## src/rtl/aclk_pkg.sv

```systemverilog
package aclk_pkg;

  localparam int RFS_W  = 10;  // root ratio up to 768
  localparam int BFS_W  = 6;   // bit ratio up to 48
  localparam int HALF_W = 6;   // half-period counters

  typedef struct packed {
    logic [HALF_W-1:0] bhalf;  // root cycles per bit-clock half
    logic [HALF_W-1:0] lhalf;  // bit periods per frame half
  } ratio_t;

  function automatic logic [RFS_W-1:0] rfs_of(input logic [1:0] code);
    case (code)
      2'd0:    return 10'd256;
      2'd1:    return 10'd512;
      2'd2:    return 10'd384;
      default: return 10'd768;
    endcase
  endfunction

  function automatic logic [BFS_W-1:0] bfs_of(input logic [1:0] code);
    case (code)
      2'd0:    return 6'd32;
      2'd1:    return 6'd48;
      2'd2:    return 6'd16;
      default: return 6'd24;
    endcase
  endfunction

  function automatic logic [BFS_W-1:0] width_of(input logic [1:0] code);
    case (code)
      2'd0:    return 6'd16;
      2'd1:    return 6'd8;
      2'd2:    return 6'd24;
      default: return 6'd0;
    endcase
  endfunction

endpackage

```

## src/rtl/aclk_cfg.sv

```systemverilog
module aclk_cfg
  import aclk_pkg::*;
(
  input  logic       auto_sel_i,
  input  logic       rclk_req_i,
  input  logic [1:0] rclk_code_i,
  input  logic       bclk_req_i,
  input  logic [1:0] bclk_code_i,
  input  logic [1:0] width_code_i,
  output ratio_t     ratio_o,
  output logic       illegal_o
);

  logic [BFS_W-1:0] width;
  logic [BFS_W-1:0] bfs;
  logic [RFS_W-1:0] rfs;
  logic [RFS_W-1:0] bfs_safe;
  logic [RFS_W-1:0] quot;

  always_comb begin
    width = width_of(width_code_i);
    if (auto_sel_i && !bclk_req_i) bfs = BFS_W'(width << 1);
    else                           bfs = bfs_of(bclk_code_i);

    if (auto_sel_i && !rclk_req_i)
      rfs = (bfs == 6'd16 || bfs == 6'd32) ? 10'd256 : 10'd384;
    else
      rfs = rfs_of(rclk_code_i);

    bfs_safe  = (bfs == '0) ? RFS_W'(1) : RFS_W'(bfs);
    quot      = rfs / bfs_safe;

    illegal_o = (width == '0)
             || ((width == 6'd24) && (rfs == 10'd256 || rfs == 10'd512))
             || (bfs == '0)
             || ((rfs % bfs_safe) != '0);

    ratio_o.bhalf = HALF_W'(quot >> 1);
    ratio_o.lhalf = HALF_W'(bfs >> 1);
  end

endmodule

```

## src/rtl/aclk_prescale.sv

```systemverilog
module aclk_prescale #(
  parameter int PSR_W = 8
) (
  input  logic             clk,
  input  logic             rst_n,
  input  logic             run_i,
  input  logic [PSR_W-1:0] div_i,
  output logic             tick_o,
  output logic             rclk_o
);

  logic [PSR_W-1:0] pcnt_q;
  logic [PSR_W:0]   rhalf;

  always_ff @(posedge clk) begin
    if (!rst_n || !run_i)  pcnt_q <= '0;
    else if (pcnt_q == div_i) pcnt_q <= '0;
    else                   pcnt_q <= pcnt_q + PSR_W'(1);
  end

  always_comb begin
    rhalf  = {1'b0, div_i >> 1} + (PSR_W+1)'(1);
    tick_o = run_i && (pcnt_q == div_i);
    rclk_o = run_i && ({1'b0, pcnt_q} < rhalf);
  end

endmodule

```

## src/rtl/aclk_frame.sv

```systemverilog
module aclk_frame
  import aclk_pkg::*;
(
  input  logic   clk,
  input  logic   rst_n,
  input  logic   run_i,
  input  logic   tick_i,
  input  ratio_t ratio_i,
  output logic   bclk_o,
  output logic   lrclk_o,
  output logic   boundary_o
);

  logic [HALF_W-1:0] bcnt_q;
  logic [HALF_W-1:0] lcnt_q;
  logic              bclk_q;
  logic              lr_q;
  logic              bwrap;
  logic              lwrap;

  assign bwrap = (bcnt_q == ratio_i.bhalf - HALF_W'(1));
  assign lwrap = (lcnt_q == ratio_i.lhalf - HALF_W'(1));

  always_ff @(posedge clk) begin
    if (!rst_n || !run_i) begin
      bcnt_q <= '0;
      lcnt_q <= '0;
      bclk_q <= 1'b0;
      lr_q   <= 1'b0;
    end else if (tick_i) begin
      if (bwrap) begin
        bcnt_q <= '0;
        bclk_q <= ~bclk_q;
        if (bclk_q) begin
          if (lwrap) begin
            lcnt_q <= '0;
            lr_q   <= ~lr_q;
          end else begin
            lcnt_q <= lcnt_q + HALF_W'(1);
          end
        end
      end else begin
        bcnt_q <= bcnt_q + HALF_W'(1);
      end
    end
  end

  assign bclk_o     = bclk_q;
  assign lrclk_o    = lr_q;
  assign boundary_o = tick_i && bwrap && bclk_q && lwrap && lr_q;

endmodule

```

## src/rtl/aclk_sync.sv

```systemverilog
module aclk_sync #(
  parameter int SYNC_N = 2
) (
  input  logic clk,
  input  logic rst_n,
  input  logic d_i,
  output logic fall_o
);

  logic [SYNC_N-1:0] s_q;
  logic              prev_q;

  always_ff @(posedge clk) begin
    if (!rst_n) begin
      s_q    <= '0;
      prev_q <= 1'b0;
    end else begin
      s_q    <= {s_q[SYNC_N-2:0], d_i};
      prev_q <= s_q[SYNC_N-1];
    end
  end

  assign fall_o = prev_q && !s_q[SYNC_N-1];

endmodule

```

## src/rtl/aclk_gen.sv

```systemverilog
module aclk_gen
  import aclk_pkg::*;
#(
  parameter int PSR_W  = 8,
  parameter int SYNC_N = 2
) (
  input  logic             clk,
  input  logic             rst_n,
  input  logic             master_i,
  input  logic             run_i,
  input  logic             auto_sel_i,
  input  logic             rclk_req_i,
  input  logic [1:0]       rclk_code_i,
  input  logic             bclk_req_i,
  input  logic [1:0]       bclk_code_i,
  input  logic [1:0]       width_code_i,
  input  logic [PSR_W+7:0] psr_i,
  input  logic             ext_bclk_i,
  input  logic             ext_lrclk_i,
  output logic             rclk_o,
  output logic             bclk_o,
  output logic             lrclk_o,
  output logic             frame_start_o,
  output logic             cfg_err_o
);

  localparam int PSR_LSB = 8;
  localparam int PSR_EN  = 0;

  ratio_t           live_ratio;
  ratio_t           cur_ratio;
  logic             live_bad;
  logic [PSR_W-1:0] live_div;
  logic [PSR_W-1:0] cur_div;
  logic             active_q;
  logic             start;
  logic             apply;
  logic             tick;
  logic             boundary;
  logic             pre_rclk;
  logic             gen_bclk;
  logic             gen_lrclk;
  logic             slave_fall;
  logic             fs_q;
  logic             err_q;
  logic             unused_psr_bits;

  aclk_cfg u_cfg (
    .auto_sel_i   (auto_sel_i),
    .rclk_req_i   (rclk_req_i),
    .rclk_code_i  (rclk_code_i),
    .bclk_req_i   (bclk_req_i),
    .bclk_code_i  (bclk_code_i),
    .width_code_i (width_code_i),
    .ratio_o      (live_ratio),
    .illegal_o    (live_bad)
  );

  assign live_div        = psr_i[PSR_EN] ? psr_i[PSR_LSB +: PSR_W] : '0;
  assign unused_psr_bits = ^psr_i[PSR_LSB-1:PSR_EN+1];

  assign start = !active_q && master_i && run_i && !live_bad;
  assign apply = start || (boundary && !live_bad);

  always_ff @(posedge clk) begin
    if (!rst_n) begin
      active_q  <= 1'b0;
      cur_ratio <= '0;
      cur_div   <= '0;
      fs_q      <= 1'b0;
      err_q     <= 1'b0;
    end else begin
      active_q <= active_q ? (master_i && run_i) : start;
      if (apply) begin
        cur_ratio <= live_ratio;
        cur_div   <= live_div;
      end
      fs_q  <= master_i ? (start || boundary) : slave_fall;
      err_q <= master_i && live_bad;
    end
  end

  aclk_prescale #(.PSR_W(PSR_W)) u_pre (
    .clk    (clk),
    .rst_n  (rst_n),
    .run_i  (active_q),
    .div_i  (cur_div),
    .tick_o (tick),
    .rclk_o (pre_rclk)
  );

  aclk_frame u_frame (
    .clk        (clk),
    .rst_n      (rst_n),
    .run_i      (active_q),
    .tick_i     (tick),
    .ratio_i    (cur_ratio),
    .bclk_o     (gen_bclk),
    .lrclk_o    (gen_lrclk),
    .boundary_o (boundary)
  );

  aclk_sync #(.SYNC_N(SYNC_N)) u_sync (
    .clk    (clk),
    .rst_n  (rst_n),
    .d_i    (ext_lrclk_i),
    .fall_o (slave_fall)
  );

  assign rclk_o        = master_i && pre_rclk;
  assign bclk_o        = master_i ? (active_q && gen_bclk)  : ext_bclk_i;
  assign lrclk_o       = master_i ? (active_q && gen_lrclk) : ext_lrclk_i;
  assign frame_start_o = fs_q;
  assign cfg_err_o     = err_q;

endmodule

```

## config.mk

```make
export PLATFORM = sky130hd
export DESIGN_NAME = aclk_gen
export DESIGN_NICKNAME = d
export VERILOG_FILES = /design/src/rtl/aclk_pkg.sv /design/src/rtl/aclk_cfg.sv /design/src/rtl/aclk_prescale.sv /design/src/rtl/aclk_frame.sv /design/src/rtl/aclk_sync.sv /design/src/rtl/aclk_gen.sv
export SDC_FILE = /design/constraint.sdc
export NUM_CORES = 1
export LEC_CHECK = 0
export BUFFER_PORTS_ARGS = -buffer_cell sky130_fd_sc_hd__buf_2
export CELL_PAD_IN_SITES_DETAIL_PLACEMENT = 1
export CELL_PAD_IN_SITES_GLOBAL_PLACEMENT = 2
export CORE_MARGIN = 2
export CORE_UTILIZATION = 40
export CTS_CLUSTER_DIAMETER = 80
export DETAILED_ROUTE_END_ITERATION = 7
export PLACE_DENSITY_LB_ADDON = 0.1
export SLEW_MARGIN = 15
export SYNTH_ARGS = -nofsm -noshare
export SYNTH_HDL_FRONTEND = slang
export SYNTH_SLANG_ARGS = --single-unit
```

## constraint.sdc

```tcl
create_clock -name clk -period 27.4 [get_ports clk]
set_input_delay 5.48 -clock clk [delete_from_list [all_inputs] [get_ports clk]]
set_output_delay 5.48 -clock clk [all_outputs]
set_load 0.01 [all_outputs]
```

==> results of run 1 <==
[cells in the final DEF (no fill, tap or decap), types with 5 or more instances in the layout]
cell and instances:
ha_1 42, a31oi_1 6, nand3_1 37, clkbuf_16 5, a211oi_1 6, nor3_1 12
and2_1 8, dfxtp_1 45, mux2i_1 22, nor2b_1 7, a21oi_1 27, nor2_1 65
and3_1 14, buf_2 28, inv_1 27, nand2_1 56, xnor2_1 32, o21ai_0 26
nand4_1 6, xor2_1 21, nand2b_1 10
[per-layer routing]
layer / GRT usage [%] / up-vias / share of wire (%)
met5: 0 / - / 0
met4: 5.61 / 0 / 1.9
met3: 1.67 / 13 / 2.3
met2: 39.8 / 53 / 51
met1: 26.1 / 2148 / 45
li1: - / 2203 / -
[registers in the layout (all words and copies together) (netlist names)]
name and count:
cur_ratio 9, u_sync.s_q 2, u_frame.lrclk_o 1, u_pre.pcnt_q 8, cur_div 8, frame_start_o 1, u_sync.prev_q 1, active_q 1
u_frame.bclk_o 1, cfg_err_o 1, u_frame.bcnt_q 6, u_frame.lcnt_q 6
[kinds of logic (layout without fill, tap and decap cells)]
| family | after synthesis | in the layout |
|---|---|---|
| adder cells (fa/ha/maj) | 42 | 42 |
| flip-flops | 45 | 45 |
| buffers and inverters | 43 | 67 |
| AND/OR/NAND/NOR | 253 | 253 |
| AO/OA/AOI/OAI | 133 | 133 |
| multiplexers | 27 | 27 |
| XOR/XNOR | 53 | 53 |
[final cells by class]
type	count	area (um2)
timing repair buffer	30	155
inverter	29	109
sequential	45	901
multi-input combinational	508	3630
fill	1426	6320
clock inverter	3	46.3
tap	143	179
clock buffer	5	125
[worst max-delay path: cells and delay by family]
kind	cells	cell delay (ps)
fa+ha+maj	9	2920
simple gates	25	5500
compound gates	25	6610
mux	3	970
xor+xnor	2	340
buf+inv	4	640
[Yosys cell counts, types with 6 or more instances]
| library cell | count | share of area, % |
|---|---|---|
| dfxtp_1 | 45 | 19 |
| nor2b_1 | 7 | 0.93 |
| a21oi_1 | 27 | 2.9 |
| nor2_1 | 65 | 5.2 |
| nand3_1 | 37 | 3.9 |
| and3_1 | 14 | 1.9 |
| o21ai_0 | 26 | 2.8 |
| mux2i_1 | 22 | 4.7 |
| nor3_1 | 12 | 1.3 |
| xnor2_1 | 32 | 6.0 |
| and2_1 | 8 | 1.1 |
| nand4_1 | 6 | 0.80 |
| ha_1 | 42 | 11 |
| nand2_1 | 56 | 4.5 |
| xor2_1 | 21 | 3.9 |
| a31oi_1 | 6 | 0.80 |
| nand2b_1 | 10 | 1.3 |
| inv_1 | 27 | 2.2 |
| clkbuf_1 | 10 | 0.80 |
| a211oi_1 | 6 | 0.96 |
[power breakdown]
group | internal, mW | switching, mW | leakage [nW]
clock network | 0.0432 | 0.0261 | 0.0800
registers | 0.0700 | 0.00527 | 0.363
logic | 0.130 | 0.194 | 1.56
[per-stage QoR]
step	std cells	area, um2	setup slack (ps)	total power [mW]
4_1_cts	763	5140	5170	0.470
5_1_grt	763	5140	3480	0.510
6_report	763	5140	5120	0.468
3_5_place_dp	755	4970	4930	0.399
2_1_floorplan	596	4710	8270	0.329
3_3_place_gp	755	4970	5490	0.389
[worst min path at each step]
stage                                        start                        to  slack [ps]  depth (start not counted)
after floorplan           u_sync.s_q[0]$_SDFF_PN0_  u_sync.s_q[1]$_SDFF_PN0_         410                          1
after global placement    u_sync.s_q[0]$_SDFF_PN0_  u_sync.s_q[1]$_SDFF_PN0_         430                          1
after detailed placement  u_sync.s_q[0]$_SDFF_PN0_  u_sync.s_q[1]$_SDFF_PN0_         430                          1
after CTS                 u_sync.s_q[0]$_SDFF_PN0_  u_sync.s_q[1]$_SDFF_PN0_         450                          1
after global routing      u_sync.s_q[0]$_SDFF_PN0_  u_sync.s_q[1]$_SDFF_PN0_         480                          1
final                     u_sync.s_q[0]$_SDFF_PN0_  u_sync.s_q[1]$_SDFF_PN0_         450                          1
==> results.sh, run 1 <==
export IMPL_drive_gt1_share_pct=12.4
export IMPL_setup_worst_path_end_class="flip-flop"
export IMPL_core_area_um2=11500
export IMPL_critPathKind="in2reg"
export IMPL_ioPinCount=36
export IMPL_required_ps=27600
export IMPL_finalHoldViolCount=0
export IMPL_cts_setup_buffers=0
export IMPL_synth_area_um2=4710
export IMPL_wire_per_inst_um=17.0
export IMPL_synth_nets=669
export IMPL_postCtsHoldBufs=0
export IMPL_holdWs_ps=448
export IMPL_status="completed"
export IMPL_synth_adder_area_share_pct=11.2
export IMPL_synthCells=596
export IMPL_r2r_start="cur_div[4]$_SDFFE_PN0P_"
export IMPL_vias_per_cell=5.79
export IMPL_path_clk_slew_ps=70
export IMPL_io_buffers=28
export IMPL_clock_path_buffers=2
export IMPL_synth_top_family_by_area="simple AND/OR/NAND/NOR gates"
export IMPL_drv_slew=0
export IMPL_globalplace_congestion=0.872
export IMPL_vias=4417
export IMPL_fmax_mhz=44.9
export IMPL_track_usage_pct=21.2
export IMPL_diodes=0
export IMPL_die_y_um=112
export IMPL_worstSetupEndpoint="cur_div[0]$_SDFFE_PN0P_"
export IMPL_finalSetupViolCount=0
export IMPL_peakVddDrop_uv=69.4
export IMPL_relSlewSlack_pct=24.2
export IMPL_leakage_nw=2.00
export IMPL_crit_fanout=22
export IMPL_drtAntennaViolNets=0
export IMPL_start_util_pct=41.0
export IMPL_crit_arrival_ps=22490
export IMPL_reg2reg_depth=11
export IMPL_grt_max_degree=41
export IMPL_fin_skew_ps=4.84
export IMPL_synth_mux_area_fraction_pct=5.95
export IMPL_drc=0
export IMPL_crit_top_cell="ha_1"
export IMPL_crit_path_max_incr_delay_ps=640
export IMPL_htree_num_levels=2
export IMPL_setup_tns_final_ps=0
export IMPL_power_density_nw_per_um2=91.0
export IMPL_synthSimpleGateAreaFrac_pct=28.1
export IMPL_synthXorXnorAreaFrac_pct=9.86
export IMPL_cts_buffers=5
export IMPL_grt_setup_unrepaired="false"
export IMPL_clock_sinks=45
export IMPL_layout_min_cycle_time_ps=22280
export IMPL_r2r_slack_ps=23160
export IMPL_synth_seq_cells=45
export IMPL_cts_tree="yes"
export IMPL_utilization_pct=44.9
export IMPL_worst_slew_pin_slew_ps=1110
export IMPL_synthFlopType="dfxtp_1"
export IMPL_fin_crit_sh_pct=81.3
export IMPL_drt_iter0_markers=190
export IMPL_die_w_um=112
export IMPL_ctsResizeCount=0
export IMPL_hp_class="reg2reg"
export IMPL_area_growth_pct=9.30
export IMPL_r2r_end="cur_div[0]$_SDFFE_PN0P_"
export IMPL_synth_seq_area_share_pct=19.1
export IMPL_antenna_found_initial=0
export IMPL_rows=39
export IMPL_clk_latency_ps=290
export IMPL_avgSynthCellArea_um2=7.90
export IMPL_maxCapViolCount=0
export IMPL_cts_root_buf="clkbuf_16"
export IMPL_yosysWarnings=0
export IMPL_crit_path_start="width_code_i[0]"
export IMPL_gr_total_overflow=0
export IMPL_firstDrtPassIters=4
export IMPL_dp_final_hpwl_um=10400
export IMPL_design_die_area_um2=12700
export IMPL_wirelength_um=13000
export IMPL_grt_pass1_wl_um=22300
export IMPL_final_net_count=692
export IMPL_grt_pass1_vias=4573
export IMPL_start_kind="primary input"
export IMPL_synth_compound_area_share_pct=21.8
export IMPL_synth_edf_count=0
export IMPL_ys_types=93
export IMPL_async_flop_share_pct=0
export IMPL_cp_slowest_cell="nand2_1"
Power figures use the tool's default switching activity.
==> run 2: changes to the inputs <==
- CORE_UTILIZATION: 40 -> 37
- clock period: 27.4 -> 22.4 ns (I/O delays scaled with it)
==> run 2 against run 1 <==
- critical path type unchanged
- power up 20%
- die area is 7.8% higher
- cell count grew 3.9%
- core utilization is 3.6 points lower
==> results.sh, run 2 (synthesized netlist as in run 1, its figures left out) <==
export IMPL_largest_reg_flops=9
export IMPL_holdWs_ps=451
export IMPL_layout_min_cycle_time_ps=20730
export IMPL_utilization_pct=41.3
export IMPL_cts_tree="yes"
export IMPL_worst_slew_pin_slew_ps=824
export IMPL_track_usage_pct=20.0
export IMPL_hp_class="reg2reg"
export IMPL_p_clk_share_pct=13.2
export IMPL_drtAntennaViolNets=0
export IMPL_grt_max_degree=41
export IMPL_crit_arrival_ps=20950
export IMPL_die_y_um=117
export IMPL_placedInstanceArea_um2=5020
export IMPL_globalplace_congestion=0.840
export IMPL_final_common_cell="nor2_1"
export IMPL_start_util_pct=37.6
export IMPL_drv_slew=0
export IMPL_peakVddDrop_uv=95.4
export IMPL_area_growth_pct=9.73
export IMPL_start_kind="primary input"
export IMPL_use_met2_pct=38.3
export IMPL_power_share_sequential_pct=16.4
export IMPL_drc=0
export IMPL_leakage_nw=2.00
export IMPL_drive_gt1_share_pct=12.6
export IMPL_ctsResizeCount=0
export IMPL_fin_crit_sh_pct=92.6
export IMPL_grt_pass1_vias=4496
export IMPL_postCtsHoldBufs=0
export IMPL_setup_tns_final_ps=0
export IMPL_p_comb_share_pct=70.4
export IMPL_cts_setup_buffers=0
export IMPL_mostFrequentLayoutCells="65 x nor2_1, 56 x nand2_1, 45 x dfxtp_1, 42 x ha_1, 37 x nand3_1"
export IMPL_p_int_uw=286
export IMPL_path_clk_slew_ps=60
export IMPL_cp_slowest_cell="a21oi_2"
export IMPL_power_switching_uw=277
export IMPL_regMostFlops="cur_ratio"
export IMPL_min_path_cells=2
export IMPL_finalPower_uw=563
export IMPL_wirelength_um=13000
export IMPL_use_met1_pct=24.3
export IMPL_setup_slack_ps=1670
export IMPL_design_die_area_um2=13600
export IMPL_critPathKind="in2reg"
export IMPL_status="completed"
export IMPL_finalInstanceArea_um2=5160
export IMPL_vias_per_cell=5.54
export IMPL_wire_per_inst_um=16.4
export IMPL_drt_iter0_markers=162
export IMPL_fmax_mhz=48.2
export IMPL_vias=4397
export IMPL_met3_usage_pct=1.60
export IMPL_io_buffers=28
export IMPL_largestRegisters="cur_ratio: 9 flops, cur_div: 8 flops, u_pre.pcnt_q: 8 flops"
export IMPL_grt_pass1_wl_um=21800
export IMPL_grt_setup_unrepaired="false"
export IMPL_firstDrtPassIters=4
export IMPL_post_place_ws_ps=1390
export IMPL_switching_share_pct=49.2
export IMPL_htree_num_levels=2
export IMPL_dp_final_hpwl_um=10400
export IMPL_finalSetupViolCount=0
export IMPL_die_w_um=117
export IMPL_gr_total_overflow=0
export IMPL_crit_path_max_incr_delay_ps=610
export IMPL_relSlewSlack_pct=44.9
export IMPL_power_density_nw_per_um2=109
export IMPL_finalHoldViolCount=0
export IMPL_clock_path_buffers=2
export IMPL_busiest_layer="met2"
export IMPL_crit_top_cell="ha_1"
export IMPL_core_area_um2=12500
export IMPL_crit_fanout=17
export IMPL_fin_skew_ps=6.18
export IMPL_reg2reg_depth=11
export IMPL_setup_worst_path_end_class="flip-flop"
export IMPL_place_inst=785
export IMPL_cts_buffers=5
export IMPL_diodes=0
export IMPL_fin_cells=793
export IMPL_clk_latency_ps=290
export IMPL_final_net_count=693
export IMPL_ioPinCount=36
export IMPL_cts_root_buf="clkbuf_16"
export IMPL_maxCapViolCount=0
export IMPL_antenna_found_initial=0
export IMPL_clock_sinks=45
export IMPL_rows=41
export IMPL_required_ps=22620
[run 2: cell count changes in the layout (fill, tap and decap cells not counted), sizes merged]
cell    before  now
buf         30   31
bufinv       1    0
inv         28   29
[run 2: per-layer routing]
layer / wire (um) / up-vias
met5: 0 / -
met4: 116 / 0
met3: 279 / 6
met2: 6650 / 53
met1: 5990 / 2126
li1: - / 2212
[run 2: path summary, 6_finish.rpt]
kind	from	to	slack, ps
min reg2reg	cur_ratio[11]$_SDFFE_PN0P_	cur_ratio[11]$_SDFFE_PN0P_	450
min	cur_ratio[11]$_SDFFE_PN0P_	cur_ratio[11]$_SDFFE_PN0P_	450
max	width_code_i[0]	cur_ratio[8]$_SDFFE_PN0P_	1670
max reg2reg	cur_div[5]$_SDFFE_PN0P_	cur_ratio[8]$_SDFFE_PN0P_	18430
[run 2: critical path: cells and delay by family]
| family | cells | cell delay (ps) |
|---|---|---|
| AND/OR/NAND/NOR | 22 | 5000 |
| buffers and inverters | 5 | 940 |
| adder cells (fa/ha/maj) | 9 | 2580 |
| multiplexers | 3 | 950 |
| XOR/XNOR | 2 | 330 |
| AO/OA/AOI/OAI | 26 | 6610 |
[run 2: layout make-up]
type | instances | area, um2
Inverter | 29 | 109
Clock inverter | 3 | 21.3
Sequential cell | 45 | 901
Timing Repair Buffer | 31 | 163
Multi-Input combinational cell | 508 | 3630
Tap cell | 172 | 215
Fill cell | 1599 | 7350
Clock buffer | 5 | 125
[run 2: power by group through the flow]
stage	Clock, mW	Sequential (mW)	Combinational, mW
global placement	0	0.0938	0.382
floorplan	0	0.0924	0.309
finish	0.0743	0.0921	0.397
global route	0.0803	0.0931	0.442
detailed placement	0	0.0941	0.394
CTS	0.0771	0.0923	0.396
